===== config.mk =====
export PLATFORM = sky130hd
export DESIGN_NAME = sprite_sample_dma
export DESIGN_NICKNAME = d
export VERILOG_FILES = /design/src/rtl/sprite_sample_dma.sv
export SDC_FILE = /design/constraint.sdc
export NUM_CORES = 1
export LEC_CHECK = 0
export CAP_MARGIN = 5
export CORE_MARGIN = 1.5
export CORE_UTILIZATION = 43
export CTS_CLUSTER_DIAMETER = 150
export CTS_CLUSTER_SIZE = 10
export DETAILED_ROUTE_END_ITERATION = 12
export PLACE_DENSITY = 0.81
export SLEW_MARGIN = 20
export SYNTH_ARGS = -nofsm -noshare
export SYNTH_HDL_FRONTEND = slang
export SYNTH_SLANG_ARGS = --single-unit

===== constraint.sdc =====
create_clock -name clk -period 1.9 [get_ports clk]
set_clock_uncertainty 0.2 [all_clocks]
set_input_delay 0.19 -clock clk [delete_from_list [all_inputs] [get_ports clk]]
set_output_delay 0.19 -clock clk [all_outputs]
set_load 0.005 [all_outputs]

===== src/rtl/sprite_sample_dma.sv =====
module sprite_sample_dma #(
  parameter logic [15:0] SPR_PORT  = 16'h2004,
  parameter int          EN_BIT    = 4,
  parameter int          ENA_DELAY = 3
) (
  input  logic        clk,
  input  logic        rst_n,
  input  logic [15:0] cpu_addr,
  input  logic        cpu_rd,
  input  logic [7:0]  cpu_wdata,
  input  logic        spr_reg_wr,
  input  logic        stat_reg_wr,
  input  logic        dmc_req,
  input  logic [15:0] dmc_addr,
  input  logic [7:0]  bus_rdata,
  output logic        cpu_rdy,
  output logic        dma_own,
  output logic [15:0] bus_addr,
  output logic        bus_rd,
  output logic [7:0]  bus_wdata,
  output logic        dmc_fetch
);

  localparam int DW = $clog2(ENA_DELAY + 1);

  typedef enum logic [2:0] {
    S_IDLE, S_SPR_ALIGN, S_SPR_RD, S_SPR_WR, S_DMC_DUMMY, S_DMC_ALIGN, S_DMC_FETCH
  } state_t;

  state_t         state;
  logic           spr_pend, dmc_pend, dmc_short, put_phase;
  logic [7:0]     page, idx, hold;
  logic [DW-1:0]  en_cnt;

  wire halt     = (state == S_IDLE) && (spr_pend || dmc_pend) && cpu_rd;
  wire dmc_slot = (state == S_SPR_RD) && dmc_pend;
  wire spr_rd   = (state == S_SPR_RD) && !dmc_pend;
  wire last_wr  = (state == S_SPR_WR) && (idx == 8'hFF);
  wire en_fire  = (en_cnt == DW'(1));
  wire en_start = stat_reg_wr && cpu_wdata[EN_BIT];

  assign dmc_fetch = (state == S_DMC_FETCH) || dmc_slot;
  assign dma_own   = (state != S_IDLE);
  assign cpu_rdy   = !(spr_reg_wr || spr_pend || dmc_pend);

  always_ff @(posedge clk or negedge rst_n) begin
    if (!rst_n) begin
      state <= S_IDLE;
    end else begin
      case (state)
        S_IDLE:      if (halt) state <= dmc_pend ? S_DMC_DUMMY
                                       : (put_phase ? S_SPR_RD : S_SPR_ALIGN);
        S_SPR_ALIGN: state <= S_SPR_RD;
        S_SPR_RD:    state <= dmc_pend ? S_SPR_ALIGN : S_SPR_WR;
        S_SPR_WR:    state <= (idx == 8'hFF) ? S_IDLE : S_SPR_RD;
        S_DMC_DUMMY: state <= dmc_short ? S_DMC_FETCH : S_DMC_ALIGN;
        S_DMC_ALIGN: state <= S_DMC_FETCH;
        S_DMC_FETCH: state <= S_IDLE;
        default:     state <= S_IDLE;
      endcase
    end
  end

  always_ff @(posedge clk or negedge rst_n) begin
    if (!rst_n) begin
      put_phase <= 1'b0;
      spr_pend  <= 1'b0;
      dmc_pend  <= 1'b0;
      dmc_short <= 1'b0;
      page      <= '0;
      idx       <= '0;
      hold      <= '0;
      en_cnt    <= '0;
    end else begin
      put_phase <= !put_phase;

      if (last_wr)         spr_pend <= 1'b0;
      else if (spr_reg_wr) spr_pend <= 1'b1;
      if (spr_reg_wr)      page <= cpu_wdata;

      if (halt && !dmc_pend)     idx <= '0;
      else if (state == S_SPR_WR) idx <= idx + 8'd1;
      if (spr_rd)                hold <= bus_rdata;

      if (en_start)           en_cnt <= DW'(ENA_DELAY);
      else if (en_cnt != '0)  en_cnt <= en_cnt - DW'(1);

      if (en_fire || dmc_req) dmc_pend <= 1'b1;
      else if (dmc_fetch)     dmc_pend <= 1'b0;

      if (en_fire)                    dmc_short <= 1'b1;
      else if (dmc_req && !dmc_pend)  dmc_short <= 1'b0;
    end
  end

  always_comb begin
    bus_addr  = cpu_addr;
    bus_rd    = cpu_rd;
    bus_wdata = cpu_wdata;
    case (state)
      S_SPR_RD: begin
        bus_rd   = 1'b1;
        bus_addr = dmc_pend ? dmc_addr : {page, idx};
      end
      S_SPR_WR: begin
        bus_rd    = 1'b0;
        bus_addr  = SPR_PORT;
        bus_wdata = hold;
      end
      S_SPR_ALIGN, S_DMC_DUMMY, S_DMC_ALIGN: bus_rd = 1'b1;
      S_DMC_FETCH: begin
        bus_rd   = 1'b1;
        bus_addr = dmc_addr;
      end
      default: ;
    endcase
  end

endmodule


Word level (Yosys, flattened, before mapping)
Index checks and enable logic that the tools add are counted.
- flip-flop bits (word level): 33
- input bits: 54
- output and inout port bits: 28
- $add $sub $neg: 2
- equal/unequal tests: 9
- multiplexer cells: 21
- reduce and logical (&&, ||, !) cells: 25
- operators by type and width (operator ; number):
    $pmux 16 s3 ; 1
    $mux 8 ; 3
    $pmux 3 s6 ; 1
    $mux 16 ; 1
    $mux 2 ; 6
    $reduce_bool 2->1 ; 6
    $eq 3x3->1 const B ; 3
    $add 8x1->8 const B ; 1
    $eq 8x8->1 const B ; 1
    $logic_and 1x1->1 ; 8
    $eq 3x2->1 const B ; 2
    $mux 1 ; 6
    $mux 3 ; 2
    $logic_or 1x1->1 ; 5
    $reduce_or 5->1 ; 1
    $eq 3x1->1 const B ; 1
    $logic_not 1->1 ; 3
    $logic_not 3->1 ; 1
    $reduce_bool 3->1 ; 1
    $eq 2x1->1 const B ; 1
    $ne 2x2->1 const B ; 1
    $pmux 1 s2 ; 1
    $sub 2x1->2 const B ; 1

Logic depth before layout (Yosys ltp)
- depth in word-level cells: 5
- mapped depth: 6

Least setup slack after synthesis
Ideal clock, no wire load.
- path type: reg2out
- start: register state[2]
- end: output bus_addr[1]
- data arrival time: 1.338 ns
- data required time: 1.510 ns
- slack: 0.172 ns
- cell stages (with the launch flop): 6
- buffers on the path: 2
- cells stage by stage: dfrtp_1 buf_6 or2_4 buf_6 and3_1 a221o_1
- cells in the longest elaborated chain, start to end: 2
- elaborated cells between the ends (all ways): 4
- those cells by class: 3 x eq/ne; 1 x mux
- ends and longest elaborated chain (what ; line ; RTL):
    start: declaration ; 30 ; state_t state;
    start signal: assignment ; 51 ; S_IDLE: if (halt) state <= dmc_pend ? S_DMC_DUMMY
    start signal: assignment ; 54 ; S_SPR_RD: state <= dmc_pend ? S_SPR_ALIGN : S_SPR_WR;
    start signal: assignment ; 55 ; S_SPR_WR: state <= (idx == 8'hFF) ? S_IDLE : S_SPR_RD;
    $eq 3x3->1 or $eq 3x2->1 (tied branches) ; 100 ; case (state)
    $pmux 16 s3 * ; 100 ;
    end: declaration ; 18 ; output logic [15:0] bus_addr,
Mark *: on every way between the ends. The rest lies on a longest branch, timed or not.

Final worst setup path
- start: register state[2]
- end: output bus_addr[12]
The elaborated chain is that of the path after synthesis.

==> impl_metrics.yaml <==
pwr:
  internal_power_mw: 2.500
  leakage_nw: 1.594
  swShare: 0.3762
  power_mw: 4.008
  p_per_area_mw_per_mm2: 1155
  pwr-share-seq: 0.306
  ir_worst_vdd_mv: 0.7773
  p_comb_frac: 0.565
  switchingPower_mw: 1.507
  clockPowerShare: 0.129
cts:
  clkLatencyLatePin_ns: 0.29
  htree_levels: 2
  cts_hold_buffers: 0
  cts.sinks: 33
  cts_tree: "done"
  root_buffer: "clkbuf_8"
  cts_buffers: 5
  cts.path.max_buffers: 2
  clk_pin_slew_ns: 0.07
detailed_routing:
  ant_nets: 0
  drt-pass1-iter-count: 4
  via_count: 2237
  drc: 0
  drt-initial-drc-count: 239
  routedWlPerCell_um: 21.41
  vias_per_cell: 5.918
  wl_um: 8094
setup_path:
  critPathLaunchType: "flip-flop"
  cp-end-kind: "primary output"
  path_cells: "buf_6, nor4b_4, buf_4, clkbuf_16, buf_8, a221o_1, buf_2"
  crit_type: "reg2out"
  cp.arrival_ns: 1.76
  slowest_stage: "dfrtp_2"
  cp_slowest_stage_delay_ns: 0.42
  required_ns: 1.51
  crit_fanout: 4
run_status:
  outcome: "finished with violations"
  violations: "negative setup slack"
global_route:
  grt_max_degree: 34
  grt.overflow.total: 0
  antenna_found_initial: 0
  grt_usage: 0.2981
  grt_pass1_vias: 2203
  grt_pass1_wl_um: 11540
timing:
  worstMarginPinSlew_ns: 0.4327
  setup_viol: 41
  worst_slack_ns: -0.2521
  whs_ns: 0.1041
  finalCritPeriodShare: 1.133
  maxSlewViolCount: 0
  rsz0062_at_grt: "true"
  period_needed_ns: 2.152
  max_freq_mhz: 464.7
  final_hold_viol_count: 0
  relSlewSlack: 0.7115
logic_synthesis:
  async_flop_share: 1.000
  syn_avg_cell_area_um2: 9.902
  synth_fp_nets: 255
  synth-edff-count: 0
  ys_types: 42
  ys_ff_latch: 33
  syn-instance-count: 198
  ys_seq_area_frac: 0.4212
  ys.flop_type: "dfrtp_1"
  yosysWarnings: 0
  syn-cell-area_mm2: 0.001961
cells_and_area:
  drive_gt1_frac: 0.4540
  mostFrequentLayoutCells: "53 x clkdlybuf4s50_1, 29 x dfrtp_1, 27 x nand2_1"
  final_nets: 382
  layout_commonest_cell: "clkdlybuf4s50_1"
  stdcell_area_mm2: 0.003468
  final_core_util: 0.7911
  fillers: 277
  area_growth_pct: 76.90
  diodes: 0
floorplan:
  rows: 24
  start_util: 0.4472
  die-area_mm2: 0.004974
  die_x_um: 70.53
  core_mm2: 0.004384
  die_y_um: 70.53
  io_pins: 82
hold_path:
  hold_path.class: "in2async"
placement:
  portBuffers: 81
  place_congestion: 0.7795
  dp_hpwl_um: 3930
  dpl_cell_area_mm2: 0.002904
flow_run:
  max-cap-violations: 0
per-stage QoR:
step / cells / TNS, ns / setup WS [ns]
after CTS: 372 / -3.560 / -0.2212
after global placement: 337 / -2.391 / -0.1147
after detailed placement: 337 / -3.012 / -0.1488
final: 378 / -5.641 / -0.2521
after global routing: 378 / -6.661 / -0.2701
after floorplan: 198 / 0 / 0.1722
sequential cells by signal, summed over array words and instances, names as in the netlist:
signal / count
hold: 8
idx: 8
page: 8
state: 3
en_cnt: 2
dmc_pend: 1
dmc_short: 1
put_phase: 1
spr_pend: 1
logic make-up after synthesis:
| logic type | synth area share |
|---|---|
| mux | 0.09700 |
| fa+ha+maj | 0.01915 |
| buf+inv | 0.05807 |
| flops | 0.4212 |
| simple gates | 0.2272 |
| compound gates | 0.1685 |
| xor+xnor | 0.008936 |
worst max-delay path, delay by kind of cell, from the launching register on:
family | cells | cell delay (ns)
buf+inv | 5 | 0.66
flops | 1 | 0.42
simple gates | 1 | 0.25
compound gates | 1 | 0.14
worst paths after layout:
kind / cells past startpoint / endpoint / startpoint / slack, ns
worst max-delay path: 7 / bus_addr[12] / state[2] / -0.25
worst max register to register: 8 / hold[7] / state[2] / -0.19
worst min register to register: 1 / put_phase / put_phase / 0.26
min in group clk: 1 / put_phase / put_phase / 0.26
max in group asynchronous: 2 / state[0] / rst_n / 1.07
worst min-delay path: 2 / state[1] / rst_n / 0.10
routing by layer:
metal	vias to the layer above	track usage	wire, um
li1	978	-	-
met1	1069	0.3515	3013
met2	150	0.5178	3966
met3	40	0.07504	720
met4	0	0.1197	394
met5	-	0	0
what timing repair did:
action                                  4_1_cts  5_1_grt
pin swaps                                    20       20
endpoints found under the setup margin       29       43
cloned                                        4        0
resized for setup                           162       27
setup buffers                                25        9
final cells by class:
type | count | area [um^2] | area share
clock buffers | 8 | 80.08 | 0.02309
flip-flops and latches | 33 | 830.8 | 0.2395
multi-input cells | 148 | 1254 | 0.3615
repair buffers | 130 | 1212 | 0.3496
inverters | 7 | 26.28 | 0.007576
well taps | 52 | 65.06 | 0.01876
power by group through the flow:
stage | Clock, mW | Sequential (mW) | Combinational (mW)
after floorplan | 0 | 1.11 | 0.940
after global placement | 0 | 1.16 | 1.58
after detailed placement | 0 | 1.18 | 1.62
after CTS | 0.514 | 1.18 | 2.01
after global routing | 0.546 | 1.24 | 2.39
final | 0.517 | 1.23 | 2.26
synth_stat cells, drive strengths merged (2+ instances only):
| library cell | instances | area [um^2] |
|---|---|---|
| dfrtp | 33 | 825.8 |
| nor3 | 4 | 31.28 |
| or4 | 3 | 22.52 |
| inv | 7 | 26.28 |
| nand3 | 2 | 10.01 |
| and3 | 14 | 87.58 |
| clkbuf | 4 | 16.26 |
| a221o | 14 | 140.1 |
| o21ai | 6 | 30.03 |
| nand2 | 38 | 142.6 |
| mux2 | 16 | 180.2 |
| nand4 | 2 | 12.51 |
| nor2 | 5 | 18.77 |
| a21oi | 10 | 50.05 |
| ha | 3 | 37.54 |
| o32a | 2 | 20.02 |
| or3 | 4 | 30.03 |
| nand2b | 2 | 12.51 |
| o221a | 2 | 22.52 |
| buf | 9 | 71.31 |
| o31ai | 3 | 22.52 |
(Power assumes the default switching activity.)
